### src/rtl/smem_pkg.sv
package smem_pkg;

  localparam int unsigned BUS_W = 32;
  localparam int unsigned LANES = BUS_W / 8;

  typedef enum logic [1:0] {
    XF_BYTE = 2'b00,
    XF_HALF = 2'b01,
    XF_WORD = 2'b10,
    XF_RSVD = 2'b11
  } xfer_e;

  // Number of bytes moved by one transfer of the given size code.
  function automatic logic [2:0] xfer_bytes(input logic [1:0] sz);
    case (xfer_e'(sz))
      XF_BYTE: xfer_bytes = 3'd1;
      XF_HALF: xfer_bytes = 3'd2;
      XF_WORD: xfer_bytes = 3'd4;
      default: xfer_bytes = 3'd0;
    endcase
  endfunction

  // Little-endian lane enables from size and the two low address bits.
  function automatic logic [LANES-1:0] lane_enable(input logic [1:0] sz,
                                                   input logic [1:0] lo);
    case (xfer_e'(sz))
      XF_BYTE: lane_enable = 4'b0001 << lo;
      XF_HALF: lane_enable = lo[1] ? 4'b1100 : 4'b0011;
      XF_WORD: lane_enable = 4'b1111;
      default: lane_enable = 4'b0000;
    endcase
  endfunction

  // True when the low address bits dropped for this size are not zero.
  function automatic logic off_boundary(input logic [1:0] sz,
                                        input logic [1:0] lo);
    case (xfer_e'(sz))
      XF_HALF: off_boundary = lo[0];
      XF_WORD: off_boundary = |lo;
      default: off_boundary = 1'b0;
    endcase
  endfunction

endpackage

### src/rtl/smem_lane_dec.sv
module smem_lane_dec
  import smem_pkg::*;
(
  input  logic [1:0]       size,
  input  logic [1:0]       addr_lo,
  output logic [LANES-1:0] lane_en,
  output logic             misal,
  output logic             size_bad,
  output logic [2:0]       nbytes
);

  always_comb begin
    lane_en  = lane_enable(size, addr_lo);
    misal    = off_boundary(size, addr_lo);
    size_bad = (xfer_e'(size) == XF_RSVD);
    nbytes   = xfer_bytes(size);
  end

endmodule

### src/rtl/smem_burst_chk.sv
module smem_burst_chk
  import smem_pkg::*;
(
  input  logic             clk,
  input  logic             rst_n,
  input  logic             valid,
  input  logic             seq,
  input  logic             wr,
  input  logic             size_bad,
  input  logic [2:0]       nbytes,
  input  logic [BUS_W-1:0] addr,
  output logic             dir_err,
  output logic             stride_err
);

  logic             act_q;
  logic             dir_q;
  logic [BUS_W-1:0] next_q;
  logic             cont;

  assign cont       = valid && seq && act_q && !size_bad;
  assign dir_err    = cont && (wr != dir_q);
  assign stride_err = cont && !dir_err && (addr != next_q);

  always_ff @(posedge clk) begin
    if (!rst_n) begin
      act_q  <= 1'b0;
      dir_q  <= 1'b0;
      next_q <= '0;
    end else if (valid) begin
      if (size_bad) begin
        act_q <= 1'b0;
      end else if (!dir_err) begin
        act_q  <= 1'b1;
        next_q <= addr + {{(BUS_W-3){1'b0}}, nbytes};
        if (!cont) dir_q <= wr;
      end
    end
  end

endmodule

### src/rtl/smem_store.sv
module smem_store
  import smem_pkg::*;
#(
  parameter int unsigned DEPTH = 64,
  localparam int unsigned IDX_W = (DEPTH > 1) ? $clog2(DEPTH) : 1
) (
  input  logic             clk,
  input  logic             rst_n,
  input  logic             we,
  input  logic             re,
  input  logic [LANES-1:0] be,
  input  logic [IDX_W-1:0] idx,
  input  logic [BUS_W-1:0] wdata,
  output logic [BUS_W-1:0] rdata
);

  logic [BUS_W-1:0] mem [DEPTH];

  always_ff @(posedge clk) begin
    if (!rst_n) begin
      for (int i = 0; i < int'(DEPTH); i++) mem[i] <= '0;
      rdata <= '0;
    end else begin
      if (we) begin
        for (int l = 0; l < int'(LANES); l++)
          if (be[l]) mem[idx][8*l +: 8] <= wdata[8*l +: 8];
      end
      if (re) rdata <= mem[idx];
    end
  end

endmodule

### src/rtl/sized_mem_slave.sv
module sized_mem_slave
  import smem_pkg::*;
#(
  parameter logic [31:0] BASE_ADDR   = 32'h0000_1000,
  parameter int unsigned DEPTH_WORDS = 64
) (
  input  logic        clk,
  input  logic        rst_n,
  input  logic        bus_req,
  input  logic        bus_seq,
  input  logic        bus_wr,
  input  logic [1:0]  bus_size,
  input  logic [31:0] bus_addr,
  input  logic [31:0] wr_data,
  output logic [31:0] rd_data,
  output logic        err_align,
  output logic        err_dir,
  output logic        err_stride,
  output logic        err_size
);

  localparam int unsigned IDX_W     = (DEPTH_WORDS > 1) ? $clog2(DEPTH_WORDS) : 1;
  localparam logic [32:0] WIN_BYTES = 33'(DEPTH_WORDS) * 33'd4;

  logic [31:0]      off;
  logic             hit;
  logic             valid;
  logic [LANES-1:0] be;
  logic             misal;
  logic             size_bad;
  logic [2:0]       nbytes;
  logic             dir_err_w;
  logic             stride_err_w;
  logic             go;
  logic             do_write;
  logic             do_read;
  logic [IDX_W-1:0] idx;

  assign off   = bus_addr - BASE_ADDR;
  assign hit   = ({1'b0, off} < WIN_BYTES);
  assign valid = bus_req && hit;
  assign idx   = off[IDX_W+1:2];

  smem_lane_dec u_dec (
    .size    (bus_size),
    .addr_lo (off[1:0]),
    .lane_en (be),
    .misal   (misal),
    .size_bad(size_bad),
    .nbytes  (nbytes)
  );

  smem_burst_chk u_burst (
    .clk       (clk),
    .rst_n     (rst_n),
    .valid     (valid),
    .seq       (bus_seq),
    .wr        (bus_wr),
    .size_bad  (size_bad),
    .nbytes    (nbytes),
    .addr      (bus_addr),
    .dir_err   (dir_err_w),
    .stride_err(stride_err_w)
  );

  assign go       = valid && !size_bad && !dir_err_w;
  assign do_write = go && bus_wr;
  assign do_read  = go && !bus_wr;

  smem_store #(.DEPTH(DEPTH_WORDS)) u_store (
    .clk  (clk),
    .rst_n(rst_n),
    .we   (do_write),
    .re   (do_read),
    .be   (be),
    .idx  (idx),
    .wdata(wr_data),
    .rdata(rd_data)
  );

  always_ff @(posedge clk) begin
    if (!rst_n) begin
      err_align  <= 1'b0;
      err_dir    <= 1'b0;
      err_stride <= 1'b0;
      err_size   <= 1'b0;
    end else begin
      err_align  <= go && misal;
      err_dir    <= valid && dir_err_w;
      err_stride <= valid && stride_err_w;
      err_size   <= valid && size_bad;
    end
  end

endmodule

### config.mk
export PLATFORM = sky130hd
export DESIGN_NAME = sized_mem_slave
export DESIGN_NICKNAME = d
export VERILOG_FILES = /design/src/rtl/smem_pkg.sv /design/src/rtl/smem_lane_dec.sv /design/src/rtl/smem_burst_chk.sv /design/src/rtl/smem_store.sv /design/src/rtl/sized_mem_slave.sv
export SDC_FILE = /design/constraint.sdc
export NUM_CORES = 2
export LEC_CHECK = 0
export ABC_AREA = 1
export BUFFER_PORTS_ARGS = -buffer_cell sky130_fd_sc_hd__buf_2
export CORE_ASPECT_RATIO = 2
export CORE_MARGIN = 2
export CORE_UTILIZATION = 45
export DETAILED_ROUTE_END_ITERATION = 6
export PLACE_DENSITY = 0.73
export SYNTH_ARGS = -nofsm -noshare
export SYNTH_HDL_FRONTEND = slang
export SYNTH_SLANG_ARGS = --single-unit
### constraint.sdc
create_clock -name clk -period 2.9 [get_ports clk]
set_input_delay 0.58 -clock clk [delete_from_list [all_inputs] [get_ports clk]]
set_output_delay 0.58 -clock clk [all_outputs]
set_load 0.005 [all_outputs]
Word-level counts from Yosys, hierarchy flattened
Memory sizes are Yosys's and may differ from the RTL's. A register that Yosys moved wholly into a read port is not among the register bits.
Cells that the tools add are included.

cells by class
  add/sub/neg operators = 2
  multiply operators = 0
  divide/modulo/power cells = 0
  order comparisons = 1
  equality and inequality tests = 6
  shifts and indexed selects = 1
  multiplexer cells = 26
  bitwise gates (word level) = 3
  reduce and logical (&&, ||, !) cells = 25

operator list
  kind                      number
  $add A32 B3 Y32           1
  $lt A32 B9 Y1 const B     1
  $mux W32                  1
  $ne A32 B32 Y1            1
  $reduce_or A32 Y1         1
  $sub A32 B13 Y32 const B  1
  $mux W1                   19
  $logic_and A1 B1 Y1       15
  $pmux W4 S3               1
  $pmux W3 S3               1
  $mux W4                   2
  $mux W6                   1
  $eq A2 B2 Y1 const B      2
  $logic_not A1 Y1          4
  $reduce_and A4 Y1         1
  $shl A1 B2 Y4 const A     1
  $not A1 Y1                3
  $reduce_and A3 Y1         1
  $eq A2 B1 Y1 const B      1
  $logic_not A2 Y1          1
  $ne A2 B2 Y1 const B      1
  $pmux W1 S2               1
  $reduce_and A2 Y1         1
  $reduce_or A2 Y1          1
  $ne A1 B1 Y1              1

storage, ports and cells
  register bits after elaboration = 38
  latch bits = 0
  RAM bits = 2048
  memory bits (read-only) = 0
  input port bits = 71
  output and inout bits = 36
  word-level logic and storage cells = 72
  memories kept = 1

memory list
  name         depth  bits a word  rd ports  clocked after memory_dff  wr ports  line              source
  u_store.mem  64     32           1         1                         64        smem_store.sv:17  logic [BUS_W-1:0] mem [DEPTH];

Longest topological paths before layout
  word-level depth = 15
  gate-level depth with buffers = 19
  gate-level depth less buffers = 15

Hierarchy
Synthesis repeated with hierarchy kept, for this count alone.

second synthesis, totals
  cell total of the unflattened synthesis = 12062
  area, all modules = 101103.2 um2

modules (own cells, without submodules)
  module           times used  cells each  area each (um2)  seq. area each (um2)
  smem_store       1           11422       97562.3          62139.6
  smem_burst_chk   1           508         2806.4           680.7
  sized_mem_slave  1           108         563.0            80.1
  smem_lane_dec    1           24          171.4            0.0

Worst setup path before layout
Ideal clock, no wire load.

  path kind = input-to-reg
  from = in bus_size[1]
  to = mem u_store.mem[18][10], enable pin
  setup time = 329 ps
  arrival time = 2619 ps
  data required time = 2571 ps
  slack = -48 ps
  stages on the path = 9
  buffers on the path = 1
  cell sequence = inv_1 > ha_1 > inv_1 > o21ai_0 > a31oi_1 > nor2_1 > buf_1 > nand3_1 > nand2_1

RTL lines
  what             line                   source
  start, declared  sized_mem_slave.sv:12  input logic [1:0] bus_size,
  end, declared    smem_store.sv:17

==> qor.csv <==
metric;value;unit
synth_nets;12100;
io_buffers;106;
setup_tns;0;ns
wl_per_cell;21.3;microns
die_y;684;microns
worst_pin_slew;1.05;ns
hold_class;in -> reg;
initial_utilization;0.453;
syn_to_final_growth;18.2;%
power.switching;16.5;mW
layout.cells.non_filler;15700;
clock_skew;0.0305;ns
max-slew-margin-rel;0.303;
syn_inst;12000;
die_w;344;microns
grt_usage;0.282;
cts_tree;built;
crit_family;simple AND/OR/NAND/NOR gates;
p_leak;54.1;nW
critPathSlowestCell;buf_12;
placedCellCount;15400;
drive_gt1_frac;0.135;
num_rows;249;
ios;107;
setup_ws;0.373;ns
finalMaxSlewViolations;0;
fin_nets;12700;
crit_type;in -> reg;
ir_drop;0.000532;V
finalSetupViolations;0;
pre_cts_slack;-0.427;ns
synth_edf_count;2048;
clockBufferDepth;4;
die_area;236000;sq um
grt_pass1_wl;489;mm
overflow;0;
fill_cells;19900;
fin_crit_sh;0.871;
root_buffer;clkbuf_16;
violations;design-rule violations;
p_int;50.1;mW
yosysSeqAreaShare;0.604;
hold_viol;0;
pwr_density_cell;541;nW/um^2
syn_area;104000;sq um
status;finished, violations left;
comb_power_share;0.111;
crit_top_cell;buf_12;
cts_buffers;180;
dp_hpwl;237;mm
ant_nets;0;
cts.clk_slew.worst_paths;0.07;ns
cts-resized-gates;0;
synth_async_sr_flop_share;0;
cp_data_required_time;3.45;ns
routed_via_density;5.29;
finalCriticalPeriod;2.53;ns
avgSynthCellArea;8.68;sq um
clock.fmax;396;MHz
synth_seq_cells;2118;
ys_types;40;
grt_antenna_before_repair;5;
path_buf_inv;6;
fp.coreArea;230000;sq um
htreeDepth;4;
post-cts-setup-buffers;0;
end_kind;flop;
drtIter0Drc;7566;
dr.pass1.iters;7;
synth_ff_type;edfxtp_1;
rsz0062_at_grt;false;
seqPwrFrac;0.530;
critPathMaxFanout;15;
cts_sinks;2118;
crit_chain;buf_2 > nor2_2 > nand2_2 > nor2_1 > buf_4 > nand3_1 > nand2_1 > nand4_1 > nor2_2 > o211ai_4 > nor2_8 > buf_12 > buf_12 > buf_12 > nand3_4 > nand2_1 > buf_12;
insertion_delay;0.87;ns
swShare;0.248;
drc;17;
place.gp.congestion;0.980;
via_count;83200;
drt-total-wl;336;mm
critPathArrivalTime;3.08;ns
ctsHoldBuffers;0;
cp_slowest_stage_delay;0.23;ns
grt_max_degree;116;
ys_warn_count;0;
start_kind;primary input;
grt_pass1_vias;81600;
maxCapViolCount;0;
p_clk_frac;0.359;
==> power groups by stage <==
stage / logic (mW) / clock network, mW / registers (mW)
after CTS: 7.25 / 24.0 / 35.3
after floorplan: 3.86 / 0 / 35.8
after global routing: 7.92 / 25.0 / 35.4
after detailed placement: 7.22 / 0 / 36.0
final: 7.39 / 23.9 / 35.3
after global placement: 7.15 / 0 / 35.9
==> sequential cells by signal, summed over array words and instances, names as in the netlist <==
register        flops
err_size            1
u_burst.act_q       1
u_burst.next_q     32
err_stride          1
u_store.rdata      32
err_align           1
u_burst.dir_q       1
u_store.mem      2048
err_dir             1
==> worst paths after layout <==
path	slack, ns	start	to	cells past startpoint
hold reg to reg	0.46	u_burst.next_q[16]	u_burst.next_q[16]	2
hold / removal	0.04	bus_seq	err_stride	3
setup / recovery	0.37	bus_addr[13]	u_store.mem[1][11]	17
setup reg to reg	0.48	u_store.mem[21][22]	u_store.rdata[22]	15
==> layout make-up <==
class,instances,area [sq um],area share
multi-input cells,8863,37200,0.302
flip-flops and latches,2118,62900,0.511
clock buffers,216,4710,0.0383
repair buffers,1131,12500,0.102
well taps,3012,3770,0.0306
inverters,297,1140,0.00924
clock inverters,90,861,0.00699
diodes,5,12.5,0.000102
==> cell usage after synthesis, drive strengths merged (3+ instances only) <==
cell / instances / area share
nor4: 4 / 0.00024
inv: 295 / 0.011
nor3: 7 / 0.00038
dfxtp: 70 / 0.013
buf: 112 / 0.0083
nand4: 7 / 0.00042
ha: 9 / 0.0011
nand3: 293 / 0.041
o211ai: 3 / 0.00035
edfxtp: 2048 / 0.59
xor2: 6 / 0.00050
xnor2: 25 / 0.0021
nor2: 2239 / 0.081
o21ai: 7 / 0.00034
nor3b: 4 / 0.00029
o2111ai: 35 / 0.0029
a21oi: 9 / 0.00043
nand2: 6205 / 0.22
clkbuf: 614 / 0.022
==> placed cells by master, fill, tap and decap left out, types with 5 or more instances in the layout <==
cell        instances
nand2_1          6203
nor2_1           2190
edfxtp_1         2048
buf_4             683
buf_12            342
inv_1             258
nand3_4           210
clkbuf_16         183
buf_2             102
dfxtp_1            70
nand3_1            52
nor2_2             39
o2111ai_1          35
inv_2              34
clkbuf_1           32
nand3_2            31
clkinv_1           30
clkinv_2           29
xnor2_1            25
bufinv_16          16
a21oi_1             9
nor2_4              9
ha_1                9
clkinvlp_4          9
nand4_1             7
o21ai_0             7
xor2_1              6
diode_2             5
==> worst reg2reg max path, delay by kind of cell (launching register included) <==
family / cells / cell delay (ns)
AND/OR/NAND/NOR: 12 / 1.33
flip-flops: 1 / 0.39
buffers and inverters: 2 / 0.35
AO/OA/AOI/OAI: 1 / 0.28
==> logic make-up after synthesis <==
| kind of cell | after synthesis | share of synthesized area |
|---|---|---|
| DFF | 2118 | 0.604 |
| AOI/OAI and AO/OA | 60 | 0.00449 |
| buffers and inverters | 1023 | 0.0411 |
| xor gates and xnor gates | 31 | 0.00261 |
| adders and majority gates | 10 | 0.00127 |
| and+or+nand+nor | 8762 | 0.347 |
==> layer usage <==
metal	track usage	part of all wire
met1	0.268	0.30
met2	0.499	0.50
met3	0.0476	0.079
met4	0.276	0.12
met5	0	0
==> per-stage QoR <==
stage                     hold slack (ns)  instance area [sq um]  utilization  total power [mW]
after global placement              0.446                 118000        0.510              43.1
after detailed placement            0.451                 118000        0.510              43.2
after global routing               0.0575                 123000        0.535              68.4
final                              0.0374                 123000        0.535              66.7
after CTS                        0.000791                 123000        0.535              66.6
after floorplan                     0.436                 104000            -              39.7
Power figures use the tool's default switching activity.
